[src/rtl/tlb_pkg.sv]
package tlb_pkg;
  parameter int unsigned TLB_ASID_W = 8;
  parameter int unsigned TLB_VPN_W  = 20;
  parameter int unsigned TLB_OFF_W  = 12;
  parameter int unsigned TLB_PPN_W  = 20;
  parameter int unsigned TLB_CTRL_W = 4;

  typedef struct packed {
    logic                  valid;
    logic                  refd;
    logic [TLB_ASID_W-1:0] asid;
    logic [TLB_VPN_W-1:0]  vpn;
    logic [TLB_PPN_W-1:0]  ppn;
    logic [TLB_CTRL_W-1:0] ctrl;
  } tlb_entry_t;
endpackage

[src/rtl/tlb_victim_regs.sv]
module tlb_victim_regs #(
  parameter int unsigned ENTRIES = 32,
  localparam int unsigned IDX_W = $clog2(ENTRIES)
) (
  input  logic             clk,
  input  logic             rst_n,
  input  logic             idx_load,
  input  logic [IDX_W:0]   idx_value,
  output logic [IDX_W-1:0] idx_q,
  output logic [IDX_W-1:0] rnd_q
);
  localparam logic [IDX_W-1:0] TOP = IDX_W'(ENTRIES - 1);
  localparam logic [IDX_W:0]   LIM = (IDX_W+1)'(ENTRIES);

  always_ff @(posedge clk) begin
    if (!rst_n) begin
      idx_q <= '0;
      rnd_q <= TOP;
    end else begin
      if (idx_load && (idx_value < LIM)) idx_q <= idx_value[IDX_W-1:0];
      rnd_q <= (rnd_q == '0) ? TOP : rnd_q - 1'b1;
    end
  end

  p_rnd_range_r6: assert property (@(posedge clk) disable iff (!rst_n)
    int'(rnd_q) < int'(ENTRIES));
  p_rnd_step_r6: assert property (@(posedge clk) disable iff (!rst_n)
    1'b1 |=> rnd_q == (($past(rnd_q) == '0) ? TOP : $past(rnd_q) - 1'b1));
  p_idx_ignore_r5: assert property (@(posedge clk) disable iff (!rst_n)
    (idx_load && idx_value >= LIM) |=> $stable(idx_q));
endmodule

[src/rtl/tlb_match.sv]
module tlb_match
  import tlb_pkg::*;
#(
  parameter int unsigned ENTRIES = 32,
  localparam int unsigned IDX_W = $clog2(ENTRIES)
) (
  input  logic                  clk,
  input  logic                  rst_n,
  input  tlb_entry_t            tab [ENTRIES],
  input  logic [TLB_VPN_W-1:0]  look_vpn,
  input  logic [TLB_ASID_W-1:0] look_asid,
  output logic                  hit,
  output logic [IDX_W-1:0]      hit_idx
);
  logic [ENTRIES-1:0] match_vec;

  for (genvar g = 0; g < ENTRIES; g++) begin : g_cmp
    assign match_vec[g] = tab[g].valid && (tab[g].vpn == look_vpn)
                          && (tab[g].asid == look_asid);
  end

  always_comb begin
    hit     = 1'b0;
    hit_idx = '0;
    for (int i = ENTRIES - 1; i >= 0; i--) begin
      if (match_vec[i]) begin
        hit     = 1'b1;
        hit_idx = IDX_W'(i);
      end
    end
  end

  p_hit_real_r2: assert property (@(posedge clk) disable iff (!rst_n)
    hit |-> match_vec[hit_idx]);
  p_lowest_r4: assert property (@(posedge clk) disable iff (!rst_n)
    hit |-> ((match_vec << (ENTRIES - int'(hit_idx))) == '0));
  p_miss_none_r3: assert property (@(posedge clk) disable iff (!rst_n)
    !hit |-> (match_vec == '0));
endmodule

[src/rtl/tlb_asid.sv]
module tlb_asid
  import tlb_pkg::*;
#(
  parameter int unsigned ENTRIES = 32,
  localparam int unsigned IDX_W = $clog2(ENTRIES),
  localparam int unsigned VA_W  = TLB_VPN_W + TLB_OFF_W,
  localparam int unsigned PA_W  = TLB_PPN_W + TLB_OFF_W
) (
  input  logic                  clk,
  input  logic                  rst_n,
  input  logic                  req_valid,
  output logic                  req_ready,
  input  logic [VA_W-1:0]       lk_va,
  input  logic [TLB_ASID_W-1:0] lk_asid,
  output logic                  resp_valid,
  input  logic                  resp_ready,
  output logic                  resp_hit,
  output logic [PA_W-1:0]       resp_pa,
  output logic [TLB_CTRL_W-1:0] resp_ctrl,
  output logic                  resp_ref,
  input  logic                  wr_en,
  input  logic                  wr_random,
  input  logic [TLB_ASID_W-1:0] wr_asid,
  input  logic [TLB_VPN_W-1:0]  wr_vpn,
  input  logic [TLB_PPN_W-1:0]  wr_ppn,
  input  logic [TLB_CTRL_W-1:0] wr_ctrl,
  input  logic                  idx_load,
  input  logic [IDX_W:0]        idx_value,
  output logic [IDX_W-1:0]      rnd_idx,
  input  logic                  flush,
  input  logic                  ref_clear
);
  tlb_entry_t         tab_q [ENTRIES];
  logic [IDX_W-1:0]   idx_q, rnd_q, wr_slot, hit_idx;
  logic               hit, accept;
  logic [ENTRIES-1:0] valid_vec, ref_vec;
  tlb_entry_t         hit_ent;

  tlb_victim_regs #(.ENTRIES(ENTRIES)) u_victim (
    .clk(clk), .rst_n(rst_n), .idx_load(idx_load), .idx_value(idx_value),
    .idx_q(idx_q), .rnd_q(rnd_q)
  );

  tlb_match #(.ENTRIES(ENTRIES)) u_match (
    .clk(clk), .rst_n(rst_n), .tab(tab_q),
    .look_vpn(lk_va[VA_W-1:TLB_OFF_W]), .look_asid(lk_asid),
    .hit(hit), .hit_idx(hit_idx)
  );

  assign rnd_idx   = rnd_q;
  assign wr_slot   = wr_random ? rnd_q : idx_q;
  assign req_ready = !resp_valid || resp_ready;
  assign accept    = req_valid && req_ready;
  assign hit_ent   = tab_q[hit_idx];

  for (genvar g = 0; g < ENTRIES; g++) begin : g_flags
    assign valid_vec[g] = tab_q[g].valid;
    assign ref_vec[g]   = tab_q[g].refd;
  end

  // Table storage: flush beats write, write and clear beat a hit mark.
  always_ff @(posedge clk) begin
    if (!rst_n) begin
      for (int i = 0; i < ENTRIES; i++) tab_q[i] <= '0;
    end else begin
      for (int i = 0; i < ENTRIES; i++) begin
        if (wr_en && wr_slot == IDX_W'(i)) begin
          tab_q[i].valid <= !flush;
          tab_q[i].refd  <= 1'b0;
          tab_q[i].asid  <= wr_asid;
          tab_q[i].vpn   <= wr_vpn;
          tab_q[i].ppn   <= wr_ppn;
          tab_q[i].ctrl  <= wr_ctrl;
        end else begin
          if (flush) tab_q[i].valid <= 1'b0;
          if (ref_clear) tab_q[i].refd <= 1'b0;
          else if (accept && hit && hit_idx == IDX_W'(i)) tab_q[i].refd <= 1'b1;
        end
      end
    end
  end

  // Response register
  always_ff @(posedge clk) begin
    if (!rst_n) begin
      resp_valid <= 1'b0;
      resp_hit   <= 1'b0;
      resp_pa    <= '0;
      resp_ctrl  <= '0;
      resp_ref   <= 1'b0;
    end else if (accept) begin
      resp_valid <= 1'b1;
      resp_hit   <= hit;
      resp_pa    <= hit ? {hit_ent.ppn, lk_va[TLB_OFF_W-1:0]} : '0;
      resp_ctrl  <= hit ? hit_ent.ctrl : '0;
      resp_ref   <= hit && hit_ent.refd;
    end else if (resp_ready) begin
      resp_valid <= 1'b0;
    end
  end

  p_flush_empty_r9: assert property (@(posedge clk) disable iff (!rst_n)
    flush |=> valid_vec == '0);
  p_clear_refs_r8: assert property (@(posedge clk) disable iff (!rst_n)
    ref_clear |=> ref_vec == '0);
  p_mark_ref_r7: assert property (@(posedge clk) disable iff (!rst_n)
    (accept && hit && !ref_clear && !(wr_en && wr_slot == hit_idx))
    |=> ref_vec[$past(hit_idx)]);
  p_miss_zero_r3: assert property (@(posedge clk) disable iff (!rst_n)
    (resp_valid && !resp_hit) |-> (resp_pa == '0 && resp_ctrl == '0 && !resp_ref));
  p_hold_r10: assert property (@(posedge clk) disable iff (!rst_n)
    (resp_valid && !resp_ready) |=> (resp_valid && $stable(resp_pa)
                                     && $stable(resp_hit) && $stable(resp_ctrl)));
  p_latency_r10: assert property (@(posedge clk) disable iff (!rst_n)
    accept |=> resp_valid);
endmodule

[config.mk]
export PLATFORM = sky130hd
export DESIGN_NAME = tlb_asid
export DESIGN_NICKNAME = d
export VERILOG_FILES = /design/src/rtl/tlb_pkg.sv /design/src/rtl/tlb_victim_regs.sv /design/src/rtl/tlb_match.sv /design/src/rtl/tlb_asid.sv
export SDC_FILE = /design/constraint.sdc
export NUM_CORES = 2
export LEC_CHECK = 0
export BUFFER_PORTS_ARGS = -buffer_cell sky130_fd_sc_hd__clkbuf_2
export CORE_MARGIN = 8
export CORE_UTILIZATION = 45
export CTS_BUF_LIST = sky130_fd_sc_hd__clkbuf_8
export DETAILED_ROUTE_END_ITERATION = 12
export PLACE_DENSITY = 0.6
export SLEW_MARGIN = 20
export SYNTH_ARGS = -nofsm -noshare
export SYNTH_HDL_FRONTEND = slang
export SYNTH_HIERARCHICAL = 1
export SYNTH_SLANG_ARGS = --single-unit
[constraint.sdc]
create_clock -name clk -period 4.1 [get_ports clk]
set_clock_uncertainty 0.15 [all_clocks]
set_input_delay 0.205 -clock clk [delete_from_list [all_inputs] [get_ports clk]]
set_output_delay 0.205 -clock clk [all_outputs]
set_load 0.05 [all_outputs]
# [Word level (Yosys, flattened, before mapping)]
# Index checks and enable logic that the tools add are counted.
[op_classes] order_cmp=2 bitwise_logic=2 reduce_logical=204 n_addsub=1 n_eq_ne=126 n_mux=169
[op_table] op="equality test 20 bit" count=32
[op_table] op="binary-select mux 54 bit (select 5 bit)" count=1
[op_table] op="equality test 8 bit" count=32
[op_table] op="two-way mux 5 bit" count=33
[op_table] op="equality test 5 bit (second input constant)" count=32
[op_table] op="logical AND 1 bit" count=132
[op_table] op="two-way mux 53 bit" count=2
[op_table] op="two-way mux 1 bit" count=99
[op_table] op="OR reduction 3 bit" count=32
[op_table] op="equality test 5 x 4 -> 1 bit (second input constant)" count=16
[op_table] op="nonzero test 2 bit" count=33
[op_table] op="two-way mux 2 bit" count=32
[op_table] op="equality test 5 x 3 -> 1 bit (second input constant)" count=8
[op_table] op="two-way mux 32 bit" count=1
[op_table] op="equality test 5 x 2 -> 1 bit (second input constant)" count=4
[op_table] op="zero test 5 bit" count=3
[op_table] op="equality test 5 x 1 -> 1 bit (second input constant)" count=2
[op_table] op=">= comparator 6 bit (second input constant)" count=1
[op_table] op="less-than comparator 6 bit (second input constant)" count=1
[op_table] op="NOT 5 -> 6 bit" count=1
[op_table] op="subtractor 5 x 1 -> 5 bit (second input constant)" count=1
[op_table] op="two-way mux 4 bit" count=1
[op_table] op="zero test 1 bit" count=2
[op_table] op="OR reduction 2 bit" count=1
[op_table] op="other kinds (2)" count=2
[totals] inputBits=107 elab_cells=703 regBits=1777 out_inout_bits=45

# [Logic depth before layout (Yosys ltp)]
[logic_depth] word_depth=40 mapped_depth=20

# [Modules after synthesis]
# The synthesis kept the hierarchy.
[by_module_without_submodules] module="tlb_asid" area_per_inst_um2=73158.9 n_inst=1 seq_area_each_um2=35373.9 cells_each=8670
[by_module_without_submodules] module="tlb_match" area_per_inst_um2=10915.5 n_inst=1 seq_area_each_um2=0.0 cells_each=1410
[by_module_without_submodules] module="tlb_victim_regs" area_per_inst_um2=389.1 n_inst=1 seq_area_each_um2=200.2 cells_each=37

# [Least setup slack after synthesis]
# Ideal clock, no wire load.
[synth_timing] path_type="input to register" start="input port lk_asid[1]" end="register resp_pa[28]" required_ns=3.833 arrival_time_ns=3.698 slack_ns=0.134 n_path_buf=6 setup_ns=0.117 path_stages=19 path_cell_list="buf_2 > buf_2 > buf_4 > xor2_1 > nor4_1 > nand3_1 > nor3_1 > nand4_1 > a31oi_1 > nor2_1 > nor3_1 > o2bb2ai_1 > buf_2 > buf_2 > clkbuf_1 > mux2_2 > a221oi_1 > o211ai_1 > a32o_1"
[synth_between] elab_chain_len=39 elab_cells_between_ends=133 cone_classes="eq/ne: 32; mux: 68; bitwise: 1; reduce/logical: 32"
[synth_lines] item="start: declaration" line="tlb_asid.sv:14" text="input logic [TLB_ASID_W-1:0] lk_asid,"
[synth_lines] item="equality test 8 bit" line="tlb_match.sv:19" text="&& (tab[g].asid == look_asid);"
[synth_lines] item="logical AND 1 bit" line="tlb_match.sv:19"
[synth_lines] item="two-way mux 5 bit (31 in series)" line="tlb_match.sv:26" text="if (match_vec[i]) begin"
[synth_lines] item="two-way mux 5 bit *" line="tlb_match.sv:26"
[synth_lines] item="net hit_idx[1]" line="tlb_asid.sv:34" text="logic [IDX_W-1:0] idx_q, rnd_q, wr_slot, hit_idx;"
[synth_lines] item="NOT 5 -> 6 bit (implied by the code) *" line="tlb_asid.sv:54" text="assign hit_ent = tab_q[hit_idx];"
[synth_lines] item="binary-select mux 54 bit (select 5 bit) *" line="tlb_asid.sv:54"
[synth_lines] item="two-way mux 53 bit (implied by the code) * (2 in series)" line="tlb_asid.sv:54"
[synth_lines] item="two-way mux 32 bit *" line="tlb_asid.sv:94" text="resp_pa <= hit ? {hit_ent.ppn, lk_va[TLB_OFF_W-1:0]} : '0;"
[synth_lines] item="end signal: assignment" line="tlb_asid.sv:94"
[synth_lines] item="end: declaration" line="tlb_asid.sv:18" text="output logic [PA_W-1:0] resp_pa,"
# The timed path passes the listed nets; every way through them passes the cells marked *. The select of a mux whose other input is x is not followed.
# A chain may end at the register's enable or synchronous reset.

# [Worst setup path after layout]
[layout_timing] start="register tab_q[132] (netlist name)" end="register resp_pa[15]"
[layout_between] elab_chain_len=38 elab_cells_between_ends=68 cone_classes="eq/ne: 1; mux: 64; bitwise: 1; reduce/logical: 2"
[layout_lines] item="start: declaration" line="tlb_asid.sv:33" text="tlb_entry_t tab_q [ENTRIES];"
[layout_lines] item="equality test 20 bit" line="tlb_match.sv:18" text="assign match_vec[g] = tab[g].valid && (tab[g].vpn == look_vpn)"
[layout_lines] item="logical AND 1 bit" line="tlb_match.sv:18"
[layout_lines] item="logical AND 1 bit" line="tlb_match.sv:19"
[layout_lines] item="two-way mux 5 bit (30 in series)" line="tlb_match.sv:26"
[layout_lines] item="net hit_idx[1]" line="tlb_asid.sv:34"
[layout_lines] item="NOT 5 -> 6 bit (implied by the code)" line="tlb_asid.sv:54"
[layout_lines] item="binary-select mux 54 bit (select 5 bit)" line="tlb_asid.sv:54"
[layout_lines] item="two-way mux 53 bit (implied by the code) (2 in series)" line="tlb_asid.sv:54"
[layout_lines] item="two-way mux 32 bit" line="tlb_asid.sv:94"
# The timed path passes the listed nets, and every way through them passes these cells. The select of a mux whose other input is x is not followed.

==> key figures <==
Floorplanning
  – Core area: between 0.15 and 0.2 sq mm
  – Starting density of the core: 45.12%
  – Ports: approximately 150
  – Die X: 449.2 um
  – Die height: 449.2 um
  – Site Rows: approximately 160
  – Die area: 0.2018 sq mm

Setup path
  – CP max stage delay: between 0.4 and 0.5 ns
  – Worst Path Max Fanout: 8
  – Critical-path cell list: xor2_2, a2111oi_4, o2111ai_1, nor4_2, buf_4, nand2b_4, o211ai_1, a31oi_1, o211ai_1, buf_4, o2bb2ai_4, buf_12, buf_16, buf_4, buf_8, mux4_2, mux2i_1, o211ai_1, a32o_1
  – Critical path arrival: just over 5 ns
  – CP Capture Type: register
  – WP buf/inv: 6
  – Slowest CP cell: a2111oi_4
  – Crit path max-delay family: compound AO/OA/AOI/OAI gates
  – Worst EP required: ~5 ns
  – Crit Path Category: reg2reg
  – Nature of the critical path startpoint: register

Synthesis
  – Synth area leaders: dfxtp_1, nand3_1, a21oi_1, o21ai_0, xnor2_1
  – Synthesized area: 0.08446 sq mm
  – Synth Register Bits: between 1.5k and 2k
  – Post-synth EDFFs: 0
  – Post-synth top area share: 42.12%
  – Syn nets: between 10k and 15k
  – Synth cell types: 66
  – Synth Instances: ~10k
  – Ys Warns: 6
  – Register area share after synthesis: 42.12%
  – Async SR Flop Fraction: 0%
  – Dominant synthesized flop cell: dfxtp_1
  – Synth area leader: dfxtp_1
  – Avg Inst Size Synth: 8.349 sq um

STA
  – RSZ-0062 raised after global routing: true
  – Max-slew violation count: 0
  – Final setup fails: 25
  – Final Cycle Share: 104.6%
  – Worst Max-Slew Pin Slew: about 1.3 ns
  – Hold WS: around 0.095 ns
  – Hold Vio Cnt, Final: 0
  – FMAX: roughly 230 MHz
  – Fin crit period: around 4.3 ns
  – Relative slew margins: 15.70%
  – Setup TNS: -2.964 ns
  – Final worst slack: -0.1903 ns

Place
  – GPL Wtd Cong: approximately 0.92
  – PortBufs: roughly 150
  – Cell Count Post-Placement: ~12k
  – Post-DP HPWL: slightly above 200 mm

Power
  – PD cells: 390.2 mW/mm^2
  – Total power: 38.53 mW
  – Pleak: ~32 nW
  – Peak VDD IR: slightly above 300 uV

Route
  – Antenna-violating nets left: 0
  – Via density: around 6.6
  – Drt total wl: around 360 mm
  – DRT iter0 DRCs: approximately 12k
  – DR DRC count: 0
  – Vias: roughly 84k
  – 1st-pass router iterations: 8
  – WL/cell: 28.10 um

CTS
  – CTS Sinks: 1777
  – H-tree Lvls: 5
  – Skew-Pair Late Insertion Delay: 1.10 ns
  – Clock buffer count from CTS: 318
  – Clock Tree Root: clkbuf_8
  – CTS tree: done
  – Clock tree buffer depth: 4
  – CTS clock-pin slew for the worst setup and hold paths: approximately 0.060 ns

Finish
  – Layout Cells excl Fill: around 13k
  – Area grow syn2layout: 16.88%
  – Most common cell after layout, fill and taps aside: dfxtp_1
  – Layout Utilization: 52.74%
  – Layout cells sized above 1: 16.21%
  – Most frequent cells in the layout: dfxtp_1, nand3_1, a21oi_1
  – Final #Nets: ~10k

Run
  – Max_cap viols: 0

Min path
  – Min-delay worst type: in2reg

Outcome
  – Status: finished, violations left
  – Failing checks: negative setup slack

Global routing
  – Vias in the first global route: between 70k and 80k
  – First-pass GRT wire length: roughly 530 mm
  – GRT overflow: 0
  – Antenna violations before repair: 12
  – Total Routing Usage GR: between 30% and 40%
  – Largest net degree at the start of global routing: around 170
path summary, 6_finish.rpt:
check / end / slack, ns / cells past startpoint / startpoint
worst max-delay path: resp_pa[15]$_SDFFE_PN0P_ / -0.19 / 19 / tab_q[132]$_SDFFE_PN0P_
worst min-delay path: tab_q[155]$_SDFFE_PN0P_ / 0.09 / 4 / wr_asid[3]
worst max register to register: resp_pa[15]$_SDFFE_PN0P_ / -0.19 / 19 / tab_q[132]$_SDFFE_PN0P_
worst min register to register: resp_pa[3]$_SDFFE_PN0P_ / 0.31 / 2 / resp_pa[3]$_SDFFE_PN0P_
sequential cells by signal, summed over array words and instances (netlist names):
signal and cells:
tab_q 1696, ref_vec 32, resp_pa 32, u_victim/idx_q 5, u_victim/rnd_q 5, resp_ctrl 4
resp_hit 1, resp_ref 1, resp_valid 1
cell type report:
type,instances,area [sq um]
Fill cell,16928,88480
Antenna cell,11,27.53
Inverter,26,105.1
Multi-Input combinational cell,7022,43950
Tap cell,2495,3122
Timing Repair Buffer,967,9826
Clock inverter,121,585.6
Sequential cell,1777,35590
Clock buffer,401,5519
synthesized netlist by cell type, drive strengths merged, types with 32 or more instances:
cell type  instances
o211ai            63
a221oi            50
nand2            106
mux2i             56
o21a              32
nor4             123
dfxtp           1777
clkbuf           893
mux4             150
a31oi             36
xnor2            521
nor2              49
o21ai           1672
nor3              51
nand3           1698
xor2             368
nand4            151
a21oi           1685
mux2             101
buf              399
metal layers:
metal	vias to the layer above	part of all wire, %	GRT usage, %
met3	1207	12	7.929
met2	5719	43	48.87
met5	-	0.035	0.3313
met4	6	6.5	19.93
met1	41306	39	44.38
li1	36250	-	-
repair_timing:
item | CTS | global route
setup buffers | 9 | 33
hold buffers | 114 | 1
endpoints found under the setup margin | 41 | 55
gates resized for setup | 74 | 77
cloned | 4 | 3
endpoints found under the hold margin | 1608 | 31
pin swaps | 35 | 35
report_power, final:
part	switching [mW]	internal, mW	total [mW]	leakage (nW)
clock network	7.68	8.89	16.6	3.49
logic	3.32	1.11	4.43	14.3
registers	0.101	17.4	17.5	14.3
total	11.1	27.4	38.5	32.1
cell families after synthesis:
family / Yosys count / synth area share, %
mux: 307 / 6.029
fa+ha+maj: 1 / 0.01481
simple gates: 2228 / 13.53
flops: 1777 / 42.12
compound gates: 3597 / 22.23
buf+inv: 1318 / 6.860
xor+xnor: 889 / 9.218
worst register-to-register path: cells and delay by family (launching register included):
kind            cells  cell delay [ns]
compound gates      8             1.52
buf+inv             6             0.97
mux                 2             0.61
xor+xnor            1             0.15
simple gates        2             0.44
flops               1             0.33
metrics by stage:
stage / worst slack (ns) / instance area [sq um]
after floorplan: 0.1343 / 84460
after global placement: -0.6805 / 90100
after detailed placement: -0.7452 / 90120
after CTS: -0.07389 / 97960
after global routing: -0.2308 / 98720
final: -0.1903 / 98720
(Power assumes the default switching activity.)
